`config.mk`:
```
export PLATFORM = sky130hd
export DESIGN_NAME = sb_commit_gate
export DESIGN_NICKNAME = d
export VERILOG_FILES = /design/src/rtl/sb_pkg.sv /design/src/rtl/sb_fifo.sv /design/src/rtl/sb_line_probe.sv /design/src/rtl/sb_commit_ctrl.sv /design/src/rtl/sb_commit_gate.sv
export SDC_FILE = /design/constraint.sdc
export NUM_CORES = 1
export LEC_CHECK = 0
export BUFFER_PORTS_ARGS = -buffer_cell sky130_fd_sc_hd__buf_4
export CAP_MARGIN = 20
export CORE_MARGIN = 2
export CORE_UTILIZATION = 57
export DETAILED_ROUTE_END_ITERATION = 8
export PLACE_DENSITY = 0.89
export SETUP_SLACK_MARGIN = 0.5
export SLEW_MARGIN = 5
export SYNTH_ARGS = -nofsm -noshare
export SYNTH_HDL_FRONTEND = slang
export SYNTH_HIERARCHICAL = 1
export SYNTH_SLANG_ARGS = --single-unit
```
`constraint.sdc`:
```
create_clock -name clk_i -period 14.2 [get_ports clk_i]
set_input_delay 0.71 -clock clk_i [delete_from_list [all_inputs] [get_ports clk_i]]
set_output_delay 0.71 -clock clk_i [all_outputs]
set_load 0.005 [all_outputs]
```
`src/rtl/sb_pkg.sv`:
```
package sb_pkg;
  typedef enum logic [1:0] {
    HD_EMPTY,
    HD_FREE,
    HD_HELD,
    HD_OWNED
  } head_st_e;
endpackage

```
`src/rtl/sb_fifo.sv`:
```
module sb_fifo #(
  parameter int unsigned WIDTH = 96,
  parameter int unsigned DEPTH = 8
) (
  input  logic             clk_i,
  input  logic             rst_ni,
  input  logic             push_i,
  input  logic [WIDTH-1:0] din_i,
  input  logic             pop_i,
  output logic [WIDTH-1:0] dout_o,
  output logic             empty_o,
  output logic             full_o
);
  localparam int unsigned PTR_W = (DEPTH > 1) ? $clog2(DEPTH) : 1;
  localparam int unsigned CNT_W = $clog2(DEPTH + 1);

  logic [WIDTH-1:0] mem_q [DEPTH];
  logic [PTR_W-1:0] wr_ptr_q, rd_ptr_q;
  logic [CNT_W-1:0] cnt_q;
  logic             do_push, do_pop;

  function automatic logic [PTR_W-1:0] ptr_inc(input logic [PTR_W-1:0] p);
    return (p == PTR_W'(DEPTH - 1)) ? '0 : p + 1'b1;
  endfunction

  assign empty_o = (cnt_q == '0);
  assign full_o  = (cnt_q == CNT_W'(DEPTH));
  assign do_push = push_i && !full_o;
  assign do_pop  = pop_i && !empty_o;
  assign dout_o  = mem_q[rd_ptr_q];

  always_ff @(posedge clk_i) begin
    if (do_push) mem_q[wr_ptr_q] <= din_i;
  end

  always_ff @(posedge clk_i or negedge rst_ni) begin
    if (!rst_ni) begin
      wr_ptr_q <= '0;
      rd_ptr_q <= '0;
      cnt_q    <= '0;
    end else begin
      if (do_push) wr_ptr_q <= ptr_inc(wr_ptr_q);
      if (do_pop)  rd_ptr_q <= ptr_inc(rd_ptr_q);
      case ({do_push, do_pop})
        2'b10:   cnt_q <= cnt_q + 1'b1;
        2'b01:   cnt_q <= cnt_q - 1'b1;
        default: cnt_q <= cnt_q;
      endcase
    end
  end
endmodule

```
`src/rtl/sb_line_probe.sv`:
```
module sb_line_probe #(
  parameter int unsigned LN_W = 26,
  parameter int unsigned LB_N = 8
) (
  input  logic [LN_W-1:0]      head_line_i,
  input  logic [LN_W-1:0]      own_line_i,
  input  logic [LB_N-1:0]      lb_valid_i,
  input  logic [LB_N*LN_W-1:0] lb_line_i,
  output logic                 head_hit_o,
  output logic [LB_N-1:0]      own_mask_o
);
  logic [LB_N-1:0] head_match;

  for (genvar k = 0; k < LB_N; k++) begin : g_cmp
    logic [LN_W-1:0] ln;
    assign ln             = lb_line_i[k*LN_W +: LN_W];
    assign head_match[k]  = lb_valid_i[k] && (ln == head_line_i);
    assign own_mask_o[k]  = lb_valid_i[k] && (ln == own_line_i);
  end

  assign head_hit_o = |head_match;
endmodule

```
`src/rtl/sb_commit_ctrl.sv`:
```
module sb_commit_ctrl
  import sb_pkg::*;
#(
  parameter int unsigned LN_W = 26
) (
  input  logic            clk_i,
  input  logic            rst_ni,
  input  logic            head_valid_i,
  input  logic            head_hit_i,
  input  logic [LN_W-1:0] head_line_i,
  input  logic            own_valid_i,
  input  logic [LN_W-1:0] own_line_i,
  input  logic            wr_grant_i,
  output logic            wr_valid_o,
  output logic            pop_o,
  output logic            rfo_req_o,
  output logic            fwd_valid_o
);
  head_st_e st;
  logic     owned_q;

  always_comb begin
    if (!head_valid_i)   st = HD_EMPTY;
    else if (owned_q)    st = HD_OWNED;
    else if (head_hit_i) st = HD_HELD;
    else                 st = HD_FREE;
  end

  assign wr_valid_o  = (st == HD_FREE) || (st == HD_OWNED);
  assign rfo_req_o   = (st == HD_HELD);
  // fill for the held line: forward now, release next cycle
  assign fwd_valid_o = (st == HD_HELD) && own_valid_i && (own_line_i == head_line_i);
  assign pop_o       = wr_valid_o && wr_grant_i;

  always_ff @(posedge clk_i or negedge rst_ni) begin
    if (!rst_ni)                    owned_q <= 1'b0;
    else if (pop_o || !head_valid_i) owned_q <= 1'b0;
    else if (fwd_valid_o)           owned_q <= 1'b1;
  end
endmodule

```
`src/rtl/sb_commit_gate.sv`:
```
module sb_commit_gate #(
  parameter int unsigned ADDR_W     = 32,
  parameter int unsigned DATA_W     = 64,
  parameter int unsigned DEPTH      = 8,
  parameter int unsigned LB_N       = 8,
  parameter int unsigned LINE_BYTES = 64,
  localparam int unsigned OFF_W     = $clog2(LINE_BYTES),
  localparam int unsigned LN_W      = ADDR_W - OFF_W
) (
  input  logic                 clk_i,
  input  logic                 rst_ni,
  input  logic                 st_valid_i,
  input  logic [ADDR_W-1:0]    st_addr_i,
  input  logic [DATA_W-1:0]    st_data_i,
  output logic                 st_ready_o,
  input  logic [LB_N-1:0]      lb_valid_i,
  input  logic [LB_N*LN_W-1:0] lb_line_i,
  output logic                 rfo_req_o,
  output logic [LN_W-1:0]      rfo_line_o,
  input  logic                 own_valid_i,
  input  logic [LN_W-1:0]      own_line_i,
  input  logic [DATA_W-1:0]    own_data_i,
  output logic                 fwd_valid_o,
  output logic [LB_N-1:0]      fwd_mask_o,
  output logic [DATA_W-1:0]    fwd_data_o,
  output logic                 wr_valid_o,
  input  logic                 wr_grant_i,
  output logic [ADDR_W-1:0]    wr_addr_o,
  output logic [DATA_W-1:0]    wr_data_o
);
  localparam int unsigned ENT_W = ADDR_W + DATA_W;

  logic [ENT_W-1:0]  head_ent;
  logic [ADDR_W-1:0] head_addr;
  logic [LN_W-1:0]   head_line;
  logic              empty, full, pop, head_hit;
  logic [LB_N-1:0]   own_mask;

  sb_fifo #(.WIDTH(ENT_W), .DEPTH(DEPTH)) u_fifo (
    .clk_i   (clk_i),
    .rst_ni  (rst_ni),
    .push_i  (st_valid_i),
    .din_i   ({st_addr_i, st_data_i}),
    .pop_i   (pop),
    .dout_o  (head_ent),
    .empty_o (empty),
    .full_o  (full)
  );

  assign head_addr = head_ent[ENT_W-1 -: ADDR_W];
  assign head_line = head_addr[ADDR_W-1:OFF_W];

  sb_line_probe #(.LN_W(LN_W), .LB_N(LB_N)) u_probe (
    .head_line_i (head_line),
    .own_line_i  (own_line_i),
    .lb_valid_i  (lb_valid_i),
    .lb_line_i   (lb_line_i),
    .head_hit_o  (head_hit),
    .own_mask_o  (own_mask)
  );

  sb_commit_ctrl #(.LN_W(LN_W)) u_ctrl (
    .clk_i        (clk_i),
    .rst_ni       (rst_ni),
    .head_valid_i (!empty),
    .head_hit_i   (head_hit),
    .head_line_i  (head_line),
    .own_valid_i  (own_valid_i),
    .own_line_i   (own_line_i),
    .wr_grant_i   (wr_grant_i),
    .wr_valid_o   (wr_valid_o),
    .pop_o        (pop),
    .rfo_req_o    (rfo_req_o),
    .fwd_valid_o  (fwd_valid_o)
  );

  assign st_ready_o = !full;
  assign rfo_line_o = rfo_req_o ? head_line : '0;
  assign fwd_mask_o = fwd_valid_o ? own_mask : '0;
  assign fwd_data_o = fwd_valid_o ? own_data_i : '0;
  assign wr_addr_o  = head_addr;
  assign wr_data_o  = head_ent[DATA_W-1:0];
endmodule

```
Word-level counts from Yosys, hierarchy flattened

Memory sizes are Yosys's and may differ from the RTL's.
Index checks and enable logic that the tools add are counted.

Word-level logic and storage cells: 76
Output and inout port bits: 198
Flip-flop bits (word level): 11
Bits in writable memories: 768
Bits of input ports: 407
Memories: 1

Muxes and demuxes: 13
Reduce and logical (&&, ||, !) cells: 29
Eq/ne operators: 25
$add $sub $neg: 4

Memory list:

| memory       | depth | bits a word | read ports | clocked after Yosys merged registers in | write ports | line          | source |
|---|---|---|---|---|---|---|---|
| u_fifo.mem_q | 8     | 96          | 1          | 0                                       | 1           | sb_fifo.sv:17 | `logic [WIDTH-1:0] mem_q [DEPTH];` |

Operators by type and width:

| kind                                                | count |
|---|---|
| equality test 26 bit                                | 17 |
| two-way mux 64 bit                                  | 1 |
| two-way mux 26 bit                                  | 1 |
| logical AND 1 bit                                   | 21 |
| two-way mux 8 bit                                   | 1 |
| one-hot mux 4 bit (2 select lines)                  | 1 |
| OR reduction 8 bit                                  | 1 |
| adder 3 x 1 -> 3 bit, second input constant         | 2 |
| equality test 2 bit, second input constant          | 3 |
| equality test 3 bit, second input constant          | 2 |
| two-way mux 2 bit                                   | 3 |
| two-way mux 3 bit                                   | 2 |
| adder 4 x 1 -> 4 bit, second input constant         | 1 |
| equality test 2 x 1 -> 1 bit, second input constant | 2 |
| equality test 4 bit, second input constant          | 1 |
| zero test 4 bit                                     | 1 |
| two-way mux 1 bit                                   | 4 |
| nonzero test 2 bit                                  | 2 |
| subtractor 4 x 1 -> 4 bit, second input constant    | 1 |
| zero test 1 bit                                     | 2 |
| logical OR 1 bit                                    | 2 |

Logic depth before layout (Yosys ltp)

Gate-level depths: netlist of run 1.
An unclocked memory read counts as a cell.

Word-level depth: 13
Depth in mapped cells: 20
Gate-level depth less buffers: 16

Hierarchy

The synthesis of run 1 kept the hierarchy.

Modules (own cells, without submodules):

| module         | instances | area an instance (um^2) | sequential area each (um^2) | cells an instance |
|---|---|---|---|---|
| sb_fifo        | 1         | 29512.1                 | 23312.4                     | 1180 |
| sb_line_probe  | 1         | 5033.6                  | 0.0                         | 617 |
| sb_commit_gate | 1         | 755.7                   | 0.0                         | 109 |
| sb_commit_ctrl | 1         | 366.6                   | 25.0                        | 44 |

Worst setup path before layout of run 1

No wires, ideal clock.

Path kind: reg-to-reg
Start: register u_fifo.cnt_q[0]
End: memory u_fifo.mem_q[0][0] (enable)
Cell stages (with the launch flop): 5
Data required time: 13.414 ns
Library setup time: 0.786 ns
Buffers on the path: 1
Data arrival time: 9.910 ns
Slack: 3.504 ns
Clock period less this slack: 10.696 ns
Cells stage by stage: dfrtp_1 > clkbuf_1 > or4b_1 > nand2_2 > nor4_1

Longest elaborated chain between the ends: 5

Ends and longest elaborated chain:

| element                                 | line          | source |
|---|---|---|
| start, declared                         | sb_fifo.sv:19 | `logic [CNT_W-1:0] cnt_q;` |
| start signal, assigned                  | sb_fifo.sv:45 | `2'b10: cnt_q <= cnt_q + 1'b1;` |
| start signal, assigned                  | sb_fifo.sv:46 | `2'b01: cnt_q <= cnt_q - 1'b1;` |
| start signal, assigned                  | sb_fifo.sv:47 | `default: cnt_q <= cnt_q;` |
| equality test 4 bit                     | sb_fifo.sv:27 | `assign full_o = (cnt_q == CNT_W'(DEPTH));` |
| zero test 1 bit                         | sb_fifo.sv:28 | `assign do_push = push_i && !full_o;` |
| logical AND 1 bit                       | sb_fifo.sv:28 |  |
| two-way mux 1 bit                       | sb_fifo.sv:33 | `if (do_push) mem_q[wr_ptr_q] <= din_i;` |
| two-way mux 1 bit (not written as such) | sb_fifo.sv:33 |  |
| end, declared                           | sb_fifo.sv:17 |  |

Every way passes these cells.

Worst setup path after layout of run 1

Start: register u_fifo.rd_ptr_q[1]
End: output port fwd_data_o[32]

Longest elaborated chain between the ends: 11
Elaborated cells on any way between the ends: 26
Classes of those cells: eq/ne (10); mux (4); reduce/logical (11); memory (1)

Ends and longest elaborated chain:

| element                             | line                 | source |
|---|---|---|
| start, declared                     | sb_fifo.sv:18        | `logic [PTR_W-1:0] wr_ptr_q, rd_ptr_q;` |
| start signal, assigned              | sb_fifo.sv:43        | `if (do_pop) rd_ptr_q <= ptr_inc(rd_ptr_q);` |
| memory (8 x 96 bit) (*)             | --                   |  |
| equality test 26 bit                | sb_line_probe.sv:17  | `assign head_match[k] = lb_valid_i[k] && (ln == head_line_i);` |
| logical AND 1 bit                   | sb_line_probe.sv:17  |  |
| OR reduction 8 bit (*)              | sb_line_probe.sv:21  | `assign head_hit_o = \|head_match;` |
| via head_hit                        | sb_commit_gate.sv:36 | `logic empty, full, pop, head_hit;` |
| two-way mux 2 bit (*)               | sb_commit_ctrl.sv:25 | `else if (head_hit_i) st = HD_HELD;` |
| two-way mux 2 bit (*)               | sb_commit_ctrl.sv:24 | `else if (owned_q) st = HD_OWNED;` |
| two-way mux 2 bit (*)               | sb_commit_ctrl.sv:23 | `if (!head_valid_i) st = HD_EMPTY;` |
| equality test 2 bit (*)             | sb_commit_ctrl.sv:32 | `assign fwd_valid_o = (st == HD_HELD) && own_valid_i && (own_line_i == head_line_i);` |
| logical AND 1 bit (*) (2 in series) | sb_commit_ctrl.sv:32 |  |
| two-way mux 64 bit (*)              | sb_commit_gate.sv:80 | `assign fwd_data_o = fwd_valid_o ? own_data_i : '0;` |
| end, declared                       | sb_commit_gate.sv:25 | `output logic [DATA_W-1:0] fwd_data_o,` |

Mark *: on every way through the listed nets, which the timed path passes. The rest lies on a longest branch.

==> results of run 1 <==
-- per-stage QoR --
stage	instances	hold slack, ps	setup slack, ps	utilization	power, uW
after floorplan	1950	414	3500	-	5270
after global placement	3296	560	6620	0.658	6400
after detailed placement	3296	559	6270	0.658	6500
after CTS	3416	301	5470	0.694	8460
after global routing	3424	319	5660	0.695	8730
final	3426	324	5720	0.695	8520
-- cells by family after synthesis --
family	Yosys count
xor+xnor	444
buf+inv	125
flops	779
compound gates	14
mux	294
fa+ha+maj	8
simple gates	286
-- sequential cells by signal (all words and copies together) (netlist names) --
name / count
u_fifo/mem_q: 768
u_fifo/rd_ptr_q: 3
u_fifo/wr_ptr_q: 3
u_ctrl/owned_q: 1
u_fifo/cnt_q: 4
-- cell usage after synthesis (4+ instances only) --
| cell | n |
|---|---|
| nand3_1 | 19 |
| buf_2 | 37 |
| inv_1 | 8 |
| edfxtp_1 | 768 |
| mux4_2 | 192 |
| or4_1 | 8 |
| ha_1 | 7 |
| clkbuf_2 | 7 |
| buf_6 | 42 |
| nand4_1 | 104 |
| and2_2 | 72 |
| mux2_2 | 101 |
| nand2b_1 | 4 |
| a22oi_1 | 4 |
| clkbuf_1 | 19 |
| nor3_1 | 13 |
| nor4_1 | 10 |
| buf_1 | 10 |
| and2_1 | 27 |
| xnor2_1 | 442 |
| nor2_1 | 6 |
| nor4_2 | 8 |
| dfrtp_1 | 11 |
-- final cells by class --
class,instances,area [sq um]
timing repair buffer,630,4780
clock inverter,34,355
fill,3672,18900
multi-input combinational,1046,11500
tap,837,1050
sequential,779,23300
antenna,7,17.5
clock buffer,85,1840
inverter,8,30.0
-- layer usage --
layer / vias up / GRT usage / part of all wire
li1: 8777 / - / -
met1: 10982 / 0.489 / 0.34
met2: 1826 / 0.627 / 0.48
met3: 362 / 0.105 / 0.12
met4: 18 / 0.194 / 0.057
met5: - / 0 / 0.00095
-- critical path, delay by kind of cell (launching register included) --
family | cells | cell delay (ps)
buffers and inverters | 5 | 2420
and+or+nand+nor | 8 | 2030
DFF | 1 | 1110
muxes | 2 | 920
AOI/OAI and AO/OA | 1 | 260
xor gates and xnor gates | 1 | 220
-- cells in the final DEF, fill, tap and decap left out, types with 5 or more instances in the layout --
cell type | Yosys | routed
clkinv_2 | 0 | 5
nand3_1 | 19 | 19
dfrtp_1 | 11 | 8
nor4_2 | 8 | 9
and2_2 | 72 | 72
clkinv_1 | 0 | 14
buf_4 | 2 | 626
nor4_1 | 10 | 9
xnor2_1 | 442 | 442
nor3_2 | 1 | 5
nand4_1 | 104 | 104
inv_1 | 8 | 8
and2_1 | 27 | 27
clkbuf_16 | 0 | 71
ha_1 | 7 | 7
mux4_2 | 192 | 192
diode_2 | 0 | 7
nor3_1 | 13 | 9
or4_1 | 8 | 8
clkbuf_1 | 19 | 13
bufinv_16 | 0 | 7
mux2_2 | 101 | 101
edfxtp_1 | 768 | 768
-- how the worst max path moves through the flow --
stage                                   from                 end  slack [ps]  cells past startpoint
after global routing      u_fifo/rd_ptr_q[1]      fwd_data_o[32]        5660                     17
after CTS                 u_fifo/rd_ptr_q[1]      fwd_data_o[32]        5470                     16
after detailed placement  u_fifo/rd_ptr_q[1]      fwd_data_o[45]        6270                     16
final                     u_fifo/rd_ptr_q[1]      fwd_data_o[32]        5720                     17
after global placement    u_fifo/rd_ptr_q[1]      fwd_data_o[33]        6620                     16
after floorplan              u_fifo/cnt_q[0]  u_fifo/mem_q[0][0]        3500                      4
-- report_power, final --
group | total [uW] | switching (uW) | internal (uW)
clock | 1880 | 832 | 1050
sequential | 3100 | 200 | 2900
combinational | 3540 | 1960 | 1570
==> flow_metrics.tcl, run 1 <==
set metrics [dict create \
    netlist_area_sq_um 35700 \
    worstPathArrival_ps 7770 \
    routedWlPerCell_microns 36.8 \
    crit_required_ps 13490 \
    end_kind "primary output" \
    fin_nets 2949 \
    final-setup-viol-count 0 \
    p_per_area_nw_per_um2 198 \
    synth-adder-area-share 0.00302 \
    cts_resized 0 \
    fmax_mhz 118 \
    dieWidth_microns 254 \
    cp_common_cell "buf_4" \
    setup_total_negative_slack_ps 0 \
    yosysTopAreaCell "edfxtp_1" \
    placed_area_sq_um 40700 \
    drc_errors 0 \
    peakVddDrop_v 0.000195 \
    grt_pass1_vias 22680 \
    root_buffer "clkbuf_16" \
    synthTopCellsByArea "edfxtp_1 65%, mux4_2 12%, xnor2_1 11%" \
    path_class "reg -> out" \
    cts_made_buffers 69 \
    cap_viol_max_count 0 \
    crit_path_cell_trace "buf_4, buf_4, mux4_2, mux2_2, xnor2_1, nand4_1, nor4_1, a22oi_1, nand4_1, and3b_1, buf_4, nand4_1, nor3_2, and3_2, buf_12, and2_2, buf_4" \
    htreeDepth 3 \
    row_count 91 \
    hold_viol_final 0 \
    synth_cell_type_count 46 \
    clockBufferDepth 3 \
    drive_gt1_frac 0.431 \
    grt-ovfl-total 0 \
    initial_core_util 0.577 \
    synth_top_family_by_area "multiplexers" \
    ys.flop_type "edfxtp_1" \
    drv_slew 0 \
    die_y_microns 254 \
    slew_headroom 0.214 \
    synthToLayoutAreaGrowth_pct 20.4 \
    synth-edff-count 768 \
    rr_endpoint "u_fifo/cnt_q[3]" \
    r2r_cells 18 \
    vias 21965 \
    clock_sinks 779 \
    synth-xor-area-share 0.109 \
    clk_pin_slew_ps 70 \
    grt_pass1_wl_mm 173 \
    grt_setup_unrepaired "no" \
    antenna_found_initial 16 \
    status "finished, final reports clean" \
    synthSimpleGateAreaFrac 0.0533 \
    min_from "st_data_i[51]" \
    synth-seq-cells 779 \
    drt_iter0_drc 2807 \
    ys_seq_area_frac 0.654 \
    yosysWarnings 6 \
    critPathMaxStageDelay_ps 1110 \
    r2r_setup_slack_ps 6600 \
    avgSynthCellArea_sq_um 18.3 \
    min_path_cells 1 \
    die_area_sq_um 64600 \
    hpwl_mm 77.9 \
    grt_max_degree 133 \
    synthCells 1950 \
    vias_per_cell 6.41 \
    grt_usage 0.388 \
    clock_skew_ps 26.4 \
    cts_setup_buffers 0 \
    post-route-period-util 0.597 \
    worstReg2RegStart "u_fifo/rd_ptr_q[1]" \
    cts_tree "yes" \
    postSynth.asyncResetShare 0.0141 \
    crit_fanout 69 \
    finalInstanceArea_sq_um 42900 \
    synthMuxAreaShare 0.153 \
    drtAntennaViolNets 0 \
    cp-start-kind "register" \
    gp_congestion 1.05 \
    synth-compound-area-share 0.00302 \
    first_pass_iters 7 \
    p_leak_uw 0.0144 \
    clock_latency_ps 610 \
    synth_top_area_frac 0.647 \
    worst_slew_pin_slew_ps 1180 \
    syn_nets 2365 \
    ioPinCount 605 \
    io_buffers 604 \
    ctsHoldBuffers 1 \
    routed_wl_mm 126 \
    core_area_sq_um 61800 \
    finalCriticalPeriod_ps 8480 \
    hp-class "in -> reg" \
    min_to "u_fifo/mem_q[5][51]" \
    worst_path_max_delay_cell "dfrtp_4" \
]
(Power assumes the default switching activity.)
==> run 2: changes to the inputs <==
--- a/config.mk
+++ b/config.mk
@@ -8,9 +8,9 @@
 export BUFFER_PORTS_ARGS = -buffer_cell sky130_fd_sc_hd__buf_4
 export CAP_MARGIN = 20
 export CORE_MARGIN = 2
-export CORE_UTILIZATION = 57
+export CORE_UTILIZATION = 51
 export DETAILED_ROUTE_END_ITERATION = 8
-export PLACE_DENSITY = 0.89
+export PLACE_DENSITY = 0.84
 export SETUP_SLACK_MARGIN = 0.5
 export SLEW_MARGIN = 5
 export SYNTH_ARGS = -nofsm -noshare
==> constraint.sdc (replaced) <==
create_clock -name clk_i -period 7.1 [get_ports clk_i]
set_input_delay 0.355 -clock clk_i [delete_from_list [all_inputs] [get_ports clk_i]]
set_output_delay 0.355 -clock clk_i [all_outputs]
set_load 0.005 [all_outputs]
==> run 2 against run 1 <==
  * Setup slack lost 4900 ps
  * Combinational power increased by 95%
  * Via count down 0.82%
  * Clock skew rose by 1.4 ps
  * Wire length fell by 4.2%
  * Design area is 2.8% higher
  * Clock-buffer cell count unchanged
  * Total power grew 99%
  * Critical endpoint is now fwd_data_o[21]
==> flow_metrics.tcl, run 2 (synthesized netlist as in run 1, its figures left out) <==
set metrics [dict create \
    worst_path_max_delay_cell "dfrtp_4" \
    cts_tree "yes" \
    vias_per_cell 6.01 \
    htreeDepth 3 \
    dieWidth_microns 268 \
    internal_power_uw 11200 \
    peakVddDrop_v 0.000411 \
    gp_congestion 0.975 \
    clock_latency_ps 630 \
    grt_util_met1 0.418 \
    largest_reg_flops 768 \
    io_buffers 604 \
    drt_iter0_drc 2418 \
    max_flop_register "u_fifo/mem_q" \
    final-setup-viol-count 0 \
    crit_required_ps 6740 \
    worstPathArrival_ps 5940 \
    cts_made_buffers 71 \
    path_class "reg -> out" \
    core_area_sq_um 68900 \
    post-route-period-util 0.886 \
    hp-class "in -> reg" \
    crit_fanout 73 \
    critPathMaxStageDelay_ps 1010 \
    first_pass_iters 5 \
    die_y_microns 268 \
    hold_viol_final 0 \
    worst_slew_pin_slew_ps 1090 \
    p_leak_uw 0.0149 \
    p_comb_frac 0.407 \
    clock_sinks 779 \
    die_area_sq_um 72100 \
    dp.cells 3395 \
    drv_slew 0 \
    end_kind "primary output" \
    fin_nets 3050 \
    drive_gt1_frac 0.417 \
    clock_skew_ps 27.8 \
    seqPwrFrac 0.366 \
    initial_core_util 0.517 \
    routedWlPerCell_microns 33.4 \
    use_met3 0.0822 \
    cp_common_cell "nand4_1" \
    ioPinCount 605 \
    cap_viol_max_count 0 \
    drc_errors 0 \
    grt_pass1_vias 22174 \
    crit_path_cell_trace "buf_12, mux4_2, mux2_2, xnor2_1, nand4_1, nor4_1, a22oi_1, nand4_1, and3b_1, nand4_1, nor3_2, and3_4, and2_2, buf_4" \
    cts_setup_buffers 0 \
    layout_common_cells "768 x edfxtp_1, 630 x buf_4, 442 x xnor2_1, 192 x mux4_2, 104 x nand4_1" \
    grt_max_degree 74 \
    whs_ps 133 \
    top_regs "u_fifo/mem_q: 768 flops, u_fifo/cnt_q: 4 flops" \
    busiest_layer "met2" \
    p_clk_frac 0.227 \
    swShare 0.340 \
    r2r_setup_slack_ps 1090 \
    setup_ws_ps 809 \
    p_per_area_nw_per_um2 383 \
    row_count 96 \
    hpwl_mm 78.1 \
    clockBufferDepth 3 \
    grt_usage 0.331 \
    fmax_mhz 159 \
    vias 21785 \
    grt_setup_unrepaired "no" \
    final_common_cell "edfxtp_1" \
    power_switching_uw 5760 \
    routed_wl_mm 121 \
    setup_total_negative_slack_ps 0 \
    synthToLayoutAreaGrowth_pct 23.8 \
    grt_pass1_wl_mm 166 \
    slew_headroom 0.272 \
    n_fill_cell 4684 \
    antenna_found_initial 9 \
    final_cells 3624 \
    root_buffer "clkbuf_16" \
    dpl_worst_slack_ps 1220 \
    status "finished, final reports clean" \
    grt-ovfl-total 0 \
    use_met2 0.549 \
    drtAntennaViolNets 0 \
    clk_pin_slew_ps 60 \
    cp-start-kind "register" \
    total_power_uw 16900 \
    finalCriticalPeriod_ps 6290 \
]
-- run 2: changes by cell type in the layout (fill, tap and decap cells not counted), moves of 2 or more --
cell / before / now
clkinv_1: 14 / 18
dlygate4sd3_1: 1 / 97
clkbuf_16: 71 / 74
diode_2: 7 / 4
clkbuf_1: 13 / 11
buf_4: 626 / 630
clkinv_2: 5 / 7
-- run 2: what timing repair did --
action                                 4_1_cts  5_1_grt
endpoints found under the hold margin      779        0
hold buffers                                97        0
gates resized for setup                      0        1
setup endpoints to repair                    0       73
-- run 2: through the flow --
stage                     utilization  cell area [sq um]
final                           0.641              44200
after global routing            0.640              44200
after CTS                       0.640              44100
after detailed placement        0.592              40800
after global placement          0.592              40800
after floorplan                     -              35700
-- run 2: final cells by class --
class                      count  area (sq um)  area share
antenna                        4          10.0    0.000227
sequential                   779         23300       0.529
clock inverter                42           425     0.00963
tap                          931          1160      0.0264
inverter                       8          30.0    0.000680
multi-input combinational   1046         11600       0.262
timing repair buffer         729          5740       0.130
clock buffer                  85          1890      0.0429
-- run 2: worst paths after layout --
| check | from | cells past startpoint | to |
|---|---|---|---|
| setup / recovery | u_fifo/rd_ptr_q[0] | 14 | fwd_data_o[21] |
| hold / removal | wr_grant_i | 3 | u_ctrl/owned_q |
| setup reg to reg | u_fifo/rd_ptr_q[0] | 17 | u_fifo/cnt_q[3] |
| hold reg to reg | u_ctrl/owned_q | 2 | u_ctrl/owned_q |
| max in group asynchronous | rst_ni | 2 | u_fifo/rd_ptr_q[2] |
| min in group asynchronous | rst_ni | 2 | u_fifo/wr_ptr_q[1] |
-- run 2: layer usage --
| metal | routed length (microns) | vias to the layer above |
|---|---|---|
| met5 | 77 | - |
| met4 | 5460 | 12 |
| met3 | 12100 | 273 |
| met2 | 59500 | 1417 |
| met1 | 43700 | 11088 |
| li1 | - | 8995 |
-- run 2: power by group through the flow --
stage               logic (uW)  clock network [uW]  registers [uW]
floorplan                 4420                   0            6100
global placement          6620                   0            6190
detailed placement        6720                   0            6250
CTS                       6840                3860            6170
global route              7210                4050            6250
finish                    6900                3840            6190
-- run 2: worst max-delay path, delay by kind of cell (launching register included) --
kind / cells / cell delay [ps]
AO/OA/AOI/OAI: 1 / 250
XOR/XNOR: 1 / 230
buffers and inverters: 2 / 480
flip-flops: 1 / 1010
multiplexers: 2 / 1020
AND/OR/NAND/NOR: 8 / 2210
